**config.mk**
```make
export PLATFORM = sky130hd
export DESIGN_NAME = vend_ctrl
export DESIGN_NICKNAME = d
export VERILOG_FILES = /design/src/rtl/vend_ctrl.sv
export SDC_FILE = /design/constraint.sdc
export NUM_CORES = 1
export LEC_CHECK = 0
export BUFFER_PORTS_ARGS = -buffer_cell sky130_fd_sc_hd__buf_2
export CORE_ASPECT_RATIO = 0.75
export CORE_MARGIN = 1
export CORE_UTILIZATION = 50
export DETAILED_ROUTE_END_ITERATION = 8
export GPL_ROUTABILITY_DRIVEN = 0
export PLACE_DENSITY = 0.71
export SLEW_MARGIN = 20
export SYNTH_ARGS = -nofsm -noshare
export SYNTH_HDL_FRONTEND = slang
export SYNTH_SLANG_ARGS = --single-unit
```
**constraint.sdc**
```tcl
create_clock -name clk -period 3.95 [get_ports clk]
set_input_delay 0.395 -clock clk [delete_from_list [all_inputs] [get_ports clk]]
set_output_delay 0.395 -clock clk [all_outputs]
set_load 0.01 [all_outputs]
```
**src/rtl/vend_ctrl.sv**
```systemverilog
module vend_ctrl #(
  parameter int CW          = 7,
  parameter int SYNC_STAGES = 2,
  parameter int PRICE       = 75,
  parameter int NICKEL      = 5,
  parameter int DIME        = 10,
  parameter int QUARTER     = 25
) (
  input  logic          clk,
  input  logic          rst_n,
  input  logic          coin_present,
  input  logic [1:0]    coin_code,
  input  logic          change_ready,
  input  logic          drop_ready,
  output logic          eject_nickel,
  output logic          release_item,
  output logic [CW-1:0] credit
);

  localparam logic [CW-1:0] PRICE_V  = CW'(PRICE);
  localparam logic [CW-1:0] NICKEL_V = CW'(NICKEL);
  localparam logic [CW-1:0] MAX_V    = CW'(PRICE - NICKEL + QUARTER);

  typedef enum logic [2:0] {
    S_WAIT_COIN, S_WAIT_REL, S_EVAL, S_CHANGE, S_CHG_REL, S_DROP, S_DROP_REL
  } state_t;

  state_t state;
  logic [SYNC_STAGES-1:0] cp_q, chg_q, drp_q;
  logic cp_s, chg_s, drp_s;
  logic [CW-1:0] acc, coin_val;

  always_ff @(posedge clk or negedge rst_n)
    if (!rst_n) begin
      cp_q  <= '0;
      chg_q <= '0;
      drp_q <= '0;
    end else begin
      cp_q  <= {cp_q[SYNC_STAGES-2:0], coin_present};
      chg_q <= {chg_q[SYNC_STAGES-2:0], change_ready};
      drp_q <= {drp_q[SYNC_STAGES-2:0], drop_ready};
    end

  assign cp_s  = cp_q[SYNC_STAGES-1];
  assign chg_s = chg_q[SYNC_STAGES-1];
  assign drp_s = drp_q[SYNC_STAGES-1];

  always_comb
    case (coin_code)
      2'b00:   coin_val = CW'(NICKEL);
      2'b01:   coin_val = CW'(DIME);
      2'b10:   coin_val = CW'(QUARTER);
      default: coin_val = '0;
    endcase

  always_ff @(posedge clk or negedge rst_n)
    if (!rst_n) begin
      state        <= S_WAIT_COIN;
      acc          <= '0;
      eject_nickel <= 1'b0;
      release_item <= 1'b0;
    end else begin
      eject_nickel <= 1'b0;
      release_item <= 1'b0;
      case (state)
        S_WAIT_COIN:
          if (cp_s) begin
            acc   <= acc + coin_val;
            state <= S_WAIT_REL;
          end
        S_WAIT_REL:
          if (!cp_s) state <= S_EVAL;
        S_EVAL:
          if (acc > PRICE_V) begin
            eject_nickel <= 1'b1;
            state        <= S_CHANGE;
          end else if (acc == PRICE_V) begin
            release_item <= 1'b1;
            state        <= S_DROP;
          end else begin
            state <= S_WAIT_COIN;
          end
        S_CHANGE:
          if (chg_s) begin
            acc   <= acc - NICKEL_V;
            state <= S_CHG_REL;
          end
        S_CHG_REL:
          if (!chg_s) state <= S_EVAL;
        S_DROP:
          if (drp_s) begin
            acc   <= '0;
            state <= S_DROP_REL;
          end
        S_DROP_REL:
          if (!drp_s) state <= S_WAIT_COIN;
        default: state <= S_WAIT_COIN;
      endcase
    end

  assign credit = acc;

  a_r1_idle_after_reset: assert property (@(posedge clk) $rose(rst_n) |-> acc == '0 && !eject_nickel && !release_item);
  a_r3_no_recount: assert property (@(posedge clk) disable iff (!rst_n) state == S_WAIT_REL |=> acc == $past(acc));
  a_r4_quiet_below: assert property (@(posedge clk) disable iff (!rst_n) (state == S_EVAL && acc < PRICE_V) |=> !eject_nickel && !release_item);
  a_r5_release_pulse: assert property (@(posedge clk) disable iff (!rst_n) release_item |=> !release_item);
  a_r5_release_at_price: assert property (@(posedge clk) disable iff (!rst_n) release_item |-> acc == PRICE_V);
  a_r6_eject_pulse: assert property (@(posedge clk) disable iff (!rst_n) eject_nickel |=> !eject_nickel);
  a_r6_eject_over_price: assert property (@(posedge clk) disable iff (!rst_n) eject_nickel |-> acc > PRICE_V);
  a_r7_one_nickel_off: assert property (@(posedge clk) disable iff (!rst_n) (state == S_CHANGE && chg_s) |=> acc == $past(acc) - NICKEL_V);
  a_r9_credit_bound: assert property (@(posedge clk) disable iff (!rst_n) acc <= MAX_V);

endmodule

```
==> impl_results.md, run 1 <==
* Number of global-route vias before repair at 787
* Share of the synthesized area in compound gates (AO/OA/AOI/OAI) at 0.181
* Row count at 14
* Class of the tightest hold or removal check: primary input to asynchronous set/reset pin
* Initial antenna violation count at 0
* Overall die area at 2480 sq um
* Data required time of the critical path at 4130 ps
* Syn Nets at 131
* Power per cell area at 769 nW/um^2
* Quantity of I/O buffers inserted on ports at 15
* Capturing element type of the critical path: register
* Number of max-slew violations in the final report at 0
* Mean routed wirelength per cell at 14.5 um
* Transition time at the pin with the least slew margin at 698 ps
* Count of warnings emitted by yosys at 0
* Max Fanout on Critical Path at 11
* I/O pin total at 16
* Register area at 450 sq um
* Area growth syn-to-layout at 11.0%
* Post-layout power at 974 uW
* Routed vias/inst at 5.85
* Number of buffers inserted during clock tree synthesis at 3
* Total grt overflow at 0
* Average cell area after synthesis at 10.3 sq um
* Clk Latency, worst-skew pair at 290 ps
* CTS tree: done
* Post-synth design cell area at 1140 sq um
* Synthesized flop and latch total at 18
* # resized after CTS at 0
* Area share of the largest cell type after synthesis at 0.395
* Arithmetic-cell share of the synthesized area counting full adders, half adders and majority gates at 0.149
* Synth Area in XOR/XNOR at 0.0307
* First-pass GRT wire length at 3.68 mm
* HPWL Detailed at 1.71 mm
* Total Negative Setup Slacks at 0 ps
* Overall die height at 43.4 um
* CP Launch Type: register
* Area share of and/or/nand/nor cells after synthesis at 0.154
* Vias at 889
* Most frequently used cell type in the post-synthesis netlist: dfrtp_1
* Cell type with the highest aggregate area in the netlist: dfrtp_1
* Number of antenna-violating nets in the routed design at 0
* Final cell count without fillers at 152
* Placed cell area at 1230 sq um
* Ant diodes at 0
* Class of the most critical setup path: register to register
* EDFF count, synth at 0
* Clk sink count at 18
* Area taken by multi-input logic gates at 644 sq um
* Count of different cell masters after synthesis at 41
* Chip width at 57.2 um
* Share of post-route cells with drive strength above 1 at 0.203
* Portion of netlist area occupied by mux cells at 0.0504
* Status: complete, but fails checks
* Iteration count of the initial detailed-routing pass at 6
* Max transition margin at 0.532
* Number of post-CTS setup repair buffers at 0
* Total setup violations reported at the end of the flow at 0
* Number of buffers inserted by hold repair at cts at 0
* Effective utilization at floorplan at 0.547
* Core Area at 2080 sq um
* Register area share after synthesis at 0.395
* Highest ir drop seen on vdd at 0.402 mV
* Bufs on Longest Clock Path at 2
* Synth area leaders: dfrtp_1 (39%), ha_1 (13%), nand2_1 (3.3%)
* Post-Syn Instances at 111
* Dominant combinational cell family by area after synthesis: compound AO/OA/AOI/OAI gates
* CTS Root Buffer Type: clkbuf_4
* Upper clock frequency limit at 372 MHz
* Number of DRC violations after detailed routing at 6
* Max-cap violation count at 0
* Clock transition at the registers of the reported paths at 110 ps
* Post-route clock skew at 9.93 ps
* Post-route clock period utilization at 0.681
* Largest net degree at the start of global routing at 19
* Global-route usage over all layers at 0.197
* Crit path time final at 2690 ps
* Total routed wirelength at 2.20 mm
* CP cell instances: and3b_1, or2_2, ha_1, nor2b_1, o21ai_1, a21oi_1, or4_1, a32o_1
* Final instance area at 1270 sq um
* Master of the slowest instance on the critical path: dfrtp_1
* Violated checks: DRC
* Share of synthesized registers carrying an async set or reset at 1.00
* Number of cells after detailed placement at 148
* Setup repair after global routing missed its margin: no
* Top cell types by occurrence after synthesis: dfrtp_1 (18), ha_1 (12), nand2_1 (10)
* # H-tree levels at 1
* Filler Cell Count at 169
* Leakage dissipation at 0.000621 uW
* Final Hold Vio Count at 0
* Starting DRT DRC Count at 47
* Data arrival time at the worst-slack endpoint at 2870 ps
* Critical path's largest stage delay at 520 ps
* Dominant synthesized flop cell: dfrtp_1
* Total number of nets in the final design at 149
-- kinds of logic (layout without fill, tap and decap cells) --
| logic type | Yosys count | after routing |
|---|---|---|
| AND/OR/NAND/NOR | 33 | 33 |
| XOR/XNOR | 4 | 4 |
| buffers and inverters | 10 | 27 |
| multiplexers | 4 | 4 |
| adder cells (fa/ha/maj) | 13 | 13 |
| AO/OA/AOI/OAI | 29 | 29 |
| flip-flops | 18 | 18 |
-- power by group --
part / switching (uW) / internal (uW)
clock: 57.3 / 56.1
combinational: 276 / 246
sequential: 98.0 / 240
total: 431 / 542
-- worst max-delay path: cells and delay by family, from the launching register on --
kind / cells / cell delay [ps]
simple gates: 4 / 1220
compound gates: 3 / 560
flops: 1 / 520
fa+ha+maj: 1 / 280
-- layout make-up --
| type | count | area share |
|---|---|---|
| clock buffer | 4 | 0.0287 |
| inverter | 8 | 0.0237 |
| multi-input combinational | 83 | 0.509 |
| sequential | 18 | 0.356 |
| tap | 24 | 0.0237 |
| timing repair buffer | 15 | 0.0593 |
-- layer usage --
metal | share of wire | GRT usage
met3 | 0.089 | 0.0537
met2 | 0.42 | 0.308
met1 | 0.49 | 0.289
met5 | 0 | 0
met4 | 0.0027 | 0.0146
-- sequential cells by signal, indices dropped and copies added (netlist names) --
register,flops
credit,7
state,3
chg_q,2
cp_q,2
drp_q,2
eject_nickel,1
release_item,1
-- through the flow --
step / utilization / hold slack (ps) / setup slack (ps)
floorplan: - / 99.4 / 1510
global placement: 0.590 / 332 / 1410
detailed placement: 0.590 / 339 / 1290
CTS: 0.607 / 25.6 / 1290
global route: 0.607 / 17.8 / 1120
finish: 0.607 / 2.54 / 1260
-- cell usage in the layout (no fill, tap or decap), types with 2 or more instances in the layout --
cell and n:
a211oi_1 2, a21o_1 2, a21oi_1 4, a31oi_1 2, a32o_1 2, buf_2 15, clkbuf_4 3, dfrtp_1 18
ha_1 12, inv_1 7, mux2i_1 2, nand2_1 10, nand3_1 3, nor2_1 7, nor2b_1 3, o21ai_0 5
o31ai_1 4, xnor2_1 2, xor2_1 2
-- worst paths after layout --
check	start	end	slack, ps	cells past startpoint
worst max-delay path	state[1]	credit[5]	1260	8
min in group clk	change_ready	chg_q[0]	210	1
worst min-delay path	rst_n	release_item	3	1
worst min register to register	cp_q[0]	cp_q[1]	360	0
worst max register to register	state[1]	credit[5]	1260	8
max in group asynchronous	rst_n	credit[5]	3660	1
(Power assumes the default switching activity.)
==> run 2: changes to the inputs <==
--- a/config.mk
+++ b/config.mk
@@ -5,13 +5,14 @@
 export SDC_FILE = /design/constraint.sdc
 export NUM_CORES = 1
 export LEC_CHECK = 0
+export ABC_AREA = 1
 export BUFFER_PORTS_ARGS = -buffer_cell sky130_fd_sc_hd__buf_2
 export CORE_ASPECT_RATIO = 0.75
 export CORE_MARGIN = 1
 export CORE_UTILIZATION = 50
 export DETAILED_ROUTE_END_ITERATION = 8
 export GPL_ROUTABILITY_DRIVEN = 0
-export PLACE_DENSITY = 0.71
+export PLACE_DENSITY = 0.73
 export SLEW_MARGIN = 20
 export SYNTH_ARGS = -nofsm -noshare
 export SYNTH_HDL_FRONTEND = slang
==> constraint.sdc (replaced) <==
create_clock -name clk -period 2.25 [get_ports clk]
set_input_delay 0.225 -clock clk [delete_from_list [all_inputs] [get_ports clk]]
set_output_delay 0.225 -clock clk [all_outputs]
set_load 0.01 [all_outputs]
==> run 2 against run 1 <==
Cell count up 43%. Combinational power increased by 120%. The run now ends clean. Sequential power up 66%. Area after synthesis rose by 8.2%.
==> impl_results.md, run 2 <==
* Most frequently used cell type in the post-synthesis netlist: nand2_1
* Number of antenna-violating nets in the routed design at 0
* EDFF count, synth at 0
* Row count at 15
* Bufs on Longest Clock Path at 2
* Count of warnings emitted by yosys at 0
* Class of the most critical setup path: register to register
* Max-cap violation count at 0
* Overall die height at 45.0 um
* CP Launch Type: register
* Highest ir drop seen on vdd at 0.599 mV
* Crit path time final at 2010 ps
* I/O pin total at 16
* Syn Nets at 184
* Total routed wirelength at 2.41 mm
* Share of the synthesized area in compound gates (AO/OA/AOI/OAI) at 0.0466
* Post-Syn Instances at 164
* Portion of netlist area occupied by mux cells at 0
* Final Hold Vio Count at 0
* Top library cells by usage in the layout, fill and taps aside: nand2_1 (55), inv_1 (21), dfrtp_1 (18), buf_2 (15), nor2_1 (14)
* CTS tree: done
* Total grt overflow at 0
* Initial antenna violation count at 0
* Most common cell after layout, fill and taps aside: nand2_1
* Status: finished clean
* Quantity of I/O buffers inserted on ports at 15
* Effective utilization at floorplan at 0.535
* Number of buffers inserted during clock tree synthesis at 3
* Setup repair after global routing missed its margin: no
* Ant diodes at 0
* Data arrival time at the worst-slack endpoint at 2180 ps
* CTS Root Buffer Type: clkbuf_4
* Core Area at 2310 sq um
* Data required time of the critical path at 2420 ps
* Overall die area at 2670 sq um
* Number of DRC violations after detailed routing at 0
* Post-route clock period utilization at 0.893
* Final instance area at 1400 sq um
* Share of post-route cells with drive strength above 1 at 0.158
* Vias at 1,086
* Synth area leaders: dfrtp_1 (36%), nand2_1 (17%), ha_1 (12%)
* Largest register FFs at 7
* # H-tree levels at 1
* Clock transition at the registers of the reported paths at 100 ps
* Iteration count of the initial detailed-routing pass at 4
* Top cell types by occurrence after synthesis: nand2_1 (55), inv_1 (21), dfrtp_1 (18)
* Post-route clock skew at 6.32 ps
* Area growth syn-to-layout at 13.0%
* Register area share after synthesis at 0.365
* First-pass GRT wire length at 4.11 mm
* Dominant synthesized flop cell: dfrtp_1
* Synthesized flop and latch total at 18
* Post-Place Setup Slack at 136 ps
* Area share of the largest cell type after synthesis at 0.365
* Cell type with the highest aggregate area in the netlist: dfrtp_1
* Capturing element type of the critical path: register
* Total Negative Setup Slacks at 0 ps
* Placed cell area at 1350 sq um
* Largest net degree at the start of global routing at 19
* Arithmetic-cell share of the synthesized area counting full adders, half adders and majority gates at 0.138
* HPWL Detailed at 1.91 mm
* Synth Area in XOR/XNOR at 0.0142
* Clk sink count at 18
* Count of different cell masters after synthesis at 23
* Clk Latency, worst-skew pair at 290 ps
* Max transition margin at 0.751
* Upper clock frequency limit at 497 MHz
* Leakage dissipation at 0.000806 uW
* Share of synthesized registers carrying an async set or reset at 1.00
* Final hold slack at 40.1 ps
* Chip width at 59.4 um
* Area share of and/or/nand/nor cells after synthesis at 0.358
* Power per cell area at 1350 nW/um^2
* Mean routed wirelength per cell at 11.0 um
* Starting DRT DRC Count at 31
* Post-synth design cell area at 1230 sq um
* Global-route usage over all layers at 0.211
* Transition time at the pin with the least slew margin at 374 ps
* Number of max-slew violations in the final report at 0
* Total setup violations reported at the end of the flow at 0
* Core utilization of the finished layout at 0.604
* Number of global-route vias before repair at 936
* Dominant combinational cell family by area after synthesis: simple AND/OR/NAND/NOR gates
* Average cell area after synthesis at 7.53 sq um
* Setup slack after layout at 240 ps
* Total number of nets in the final design at 205
* Class of the tightest hold or removal check: primary input to register
* Routed vias/inst at 4.98
* Max Fanout on Critical Path at 8
-- run 2: worst paths after layout --
kind	from	cells after the start	endpoint	slack, ps
setup / recovery	state[0]	9	credit[2]	240
hold / removal	coin_present	1	cp_q[0]	40
setup reg to reg	state[0]	9	credit[2]	240
hold reg to reg	cp_q[0]	0	cp_q[1]	360
max in group asynchronous	rst_n	2	credit[6]	1600
min in group asynchronous	rst_n	2	state[0]	370
-- run 2: critical path, stage by stage, from the launching register on --
cell and delay [ps]:
dfrtp_1 520, nand3_2 130, o21ai_0 100, ha_1 210
inv_1 80, fa_1 440, xnor2_1 220, nor2_1 60
nand2_1 60, o21ai_0 80
-- run 2: logic make-up after synthesis --
logic type | count (synthesis)
AOI/OAI and AO/OA | 11
adders and majority gates | 13
and+or+nand+nor | 96
buffers and inverters | 24
xor gates and xnor gates | 2
DFF | 18
-- run 2: what timing repair did --
item / 4_1_cts / 5_1_grt
hold buffers: 1 / 0
gates resized for setup: 0 / 0
hold endpoints to repair: 18 / 0
setup buffers: 0 / 0
-- run 2: layer usage --
layer  vias to the layer above  track usage  routed length, um
met5                         -            0                  0
met4                         0       0.0286                  9
met3                         2       0.0602                148
met2                        32        0.306               1010
met1                       491        0.320               1240
li1                        561            -                  -
-- run 2: cell type report --
cell class              count  area [sq um]
repair buffers             17          92.6
fillers                   220           913
well taps                  34          42.5
flip-flops and latches     18           450
inverters                  23          86.3
clock buffers               4          36.3
multi-input cells         122           687
-- run 2: metrics by stage --
step | power [uW] | std cells
6_report | 1880 | 218
4_1_cts | 1880 | 218
5_1_grt | 2080 | 218
3_3_place_gp | 1660 | 213
3_5_place_dp | 1680 | 213
2_1_floorplan | 1410 | 164
-- run 2: where the power goes --
group	internal (uW)	total, uW	switching (uW)
sequential	426	562	136
combinational	434	1130	693
clock	98.5	191	92.4
total	959	1880	921
==> run 3: changes to the inputs <==
--- a/config.mk
+++ b/config.mk
@@ -12,7 +12,7 @@
 export CORE_UTILIZATION = 50
 export DETAILED_ROUTE_END_ITERATION = 8
 export GPL_ROUTABILITY_DRIVEN = 0
-export PLACE_DENSITY = 0.73
+export PLACE_DENSITY = 0.71
 export SLEW_MARGIN = 20
 export SYNTH_ARGS = -nofsm -noshare
 export SYNTH_HDL_FRONTEND = slang
==> constraint.sdc (replaced) <==
create_clock -name clk -period 2.1 [get_ports clk]
set_input_delay 0.21 -clock clk [delete_from_list [all_inputs] [get_ports clk]]
set_output_delay 0.21 -clock clk [all_outputs]
set_load 0.01 [all_outputs]
==> run 3 against run 2 <==
Cell count grew 2.3%. Die area unchanged. Sequential power increased by 4.4%. Sequential share of layout area fell by 1.1 points. Cell area up 3.8%. Routed wire length increased by 6.9%. Non-clock buffer count is 5 higher. Register-to-register slack got worse by 120 ps. First-iteration DRC count grew 42%. Global-route usage is 1.2 points higher. Combinational power up 13%. Highest routed layer unchanged.
==> impl_results.md, run 3 (synthesized netlist as in run 2, its figures left out) <==
* Leakage dissipation at 0.000825 uW
* Total number of nets in the final design at 210
* Total setup violations reported at the end of the flow at 0
* Routed vias/inst at 5.02
* Class of the tightest hold or removal check: primary input to register
* I/O pin total at 16
* Filler Cell Count at 212
* Capturing element type of the critical path: register
* Clock transition at the registers of the reported paths at 100 ps
* Max Fanout on Critical Path at 5
* Worst hold path cell count at 1
* Vias at 1,120
* Total routed wirelength at 2.57 mm
* Status: finished clean
* Max-cap violation count at 0
* Placed cell area at 1360 sq um
* Number of DRC violations after detailed routing at 0
* Largest register FFs at 7
* Clk Latency, worst-skew pair at 300 ps
* Core utilization of the finished layout at 0.627
* Number of buffers inserted during clock tree synthesis at 3
* Number of antenna-violating nets in the routed design at 0
* Overall die height at 45.0 um
* Area growth syn-to-layout at 17.2%
* Quantity of I/O buffers inserted on ports at 15
* Overall die area at 2670 sq um
* Largest net degree at the start of global routing at 19
* # H-tree levels at 1
* Starting DRT DRC Count at 44
* Origin of the worst min-delay path: drop_ready
* Row count at 15
* Number of max-slew violations in the final report at 0
* HPWL Detailed at 2.06 mm
* Worst r2r src: state[2]
* Ant diodes at 0
* Bufs on Longest Clock Path at 2
* Top library cells by usage in the layout, fill and taps aside: nand2_1 (55), inv_1 (21), dfrtp_1 (17), buf_2 (15), nor2_1 (14)
* Post-route clock period utilization at 0.945
* Effective utilization at floorplan at 0.535
* CTS tree: done
* Total Negative Setup Slacks at 0 ps
* Final Hold Vio Count at 0
* Highest ir drop seen on vdd at 0.670 mV
* First-pass GRT wire length at 4.27 mm
* Upper clock frequency limit at 504 MHz
* Number of global-route vias before repair at 994
* Global-route usage over all layers at 0.224
* Mean routed wirelength per cell at 11.5 um
* CTS Root Buffer Type: clkbuf_4
* Total grt overflow at 0
* Core Area at 2310 sq um
* Chip width at 59.4 um
* Power per cell area at 1440 nW/um^2
* Clk sink count at 18
* Crit path time final at 1980 ps
* Max transition margin at 0.737
* Post-route clock skew at 11.3 ps
* Path depth of the worst reg2reg path at 11
* Most common cell after layout, fill and taps aside: nand2_1
* RR Endpoint: credit[6]
* Class of the most critical setup path: register to register
* Data arrival time at the worst-slack endpoint at 2170 ps
* Transition time at the pin with the least slew margin at 395 ps
* Hold Path Sink: drp_q[0]
* CP Launch Type: register
* Iteration count of the initial detailed-routing pass at 4
* Initial antenna violation count at 0
* Share of post-route cells with drive strength above 1 at 0.190
* Worst setup slack for register-to-register paths at 120 ps
* Final instance area at 1450 sq um
* Data required time of the critical path at 2290 ps
-- run 3: cell types whose count changed in the layout (fill, tap and decap cells not counted) --
cell and delta:
dlygate4sd3_1 +2, buf_4 +3, dfrtp_2 +1, fa_1 -1
dfrtp_1 -1, fa_2 +1, o21ai_1 +1, o21ai_0 -1
ha_2 +1, ha_1 -1, a21oi_2 +1, a21oi_1 -1
-- run 3: per-layer routing --
metal  up-vias  share of wire  GRT usage
li1        573              -          -
met1       500           0.49      0.314
met2        43           0.43      0.348
met3         4          0.067     0.0602
met4         0         0.0082     0.0476
met5         -              0          0
-- run 3: worst max-delay path, stage by stage (launching register included) --
cell     delay (ps)
dfrtp_2         460
inv_2            90
nand3_2         100
o21ai_1         110
ha_2            210
inv_1            70
fa_2            390
nor3b_1         160
nor2_1           80
nand2_1          60
nand3_1          90
nand2_1          50
-- run 3: layout make-up --
| class | instances | area, sq um | area share |
|---|---|---|---|
| well taps | 34 | 42.5 | 0.0294 |
| clock buffers | 4 | 36.3 | 0.0251 |
| repair buffers | 22 | 135 | 0.0933 |
| flip-flops and latches | 18 | 452 | 0.312 |
| multi-input cells | 122 | 696 | 0.481 |
| inverters | 23 | 86.3 | 0.0596 |
-- run 3: report_power, final --
| group | total [uW] | switching [uW] | internal, uW |
|---|---|---|---|
| clock network | 211 | 105 | 106 |
| registers | 587 | 130 | 458 |
| logic | 1280 | 776 | 505 |
-- run 3: worst max-delay path by stage --
stage	start	to	slack, ps	cells after the start
after CTS	state[2]	credit[4]	20	10
final	state[2]	credit[6]	120	11
after global placement	coin_code[0]	credit[4]	70	12
after detailed placement	coin_code[0]	credit[4]	-50	12
after global routing	state[2]	credit[4]	-9	10
after floorplan	state[2]	credit[6]	210	11
-- run 3: what timing repair did --
item | in CTS | in global routing
setup buffers | 0 | 1
hold buffers | 1 | 2
resized for setup | 0 | 5
setup endpoints to repair | 0 | 3
endpoints found under the hold margin | 18 | 2
-- run 3: metrics by stage --
step                      setup WS, ps  cells  hold slack, ps  total power (uW)
after floorplan                    210    164           -85.6              1510
after detailed placement         -50.5    215             160              1830
after CTS                         23.4    220            6.28              2050
after global routing             -8.72    223            1.84              2310
after global placement            67.1    215             153              1800
final                              116    223            22.0              2080
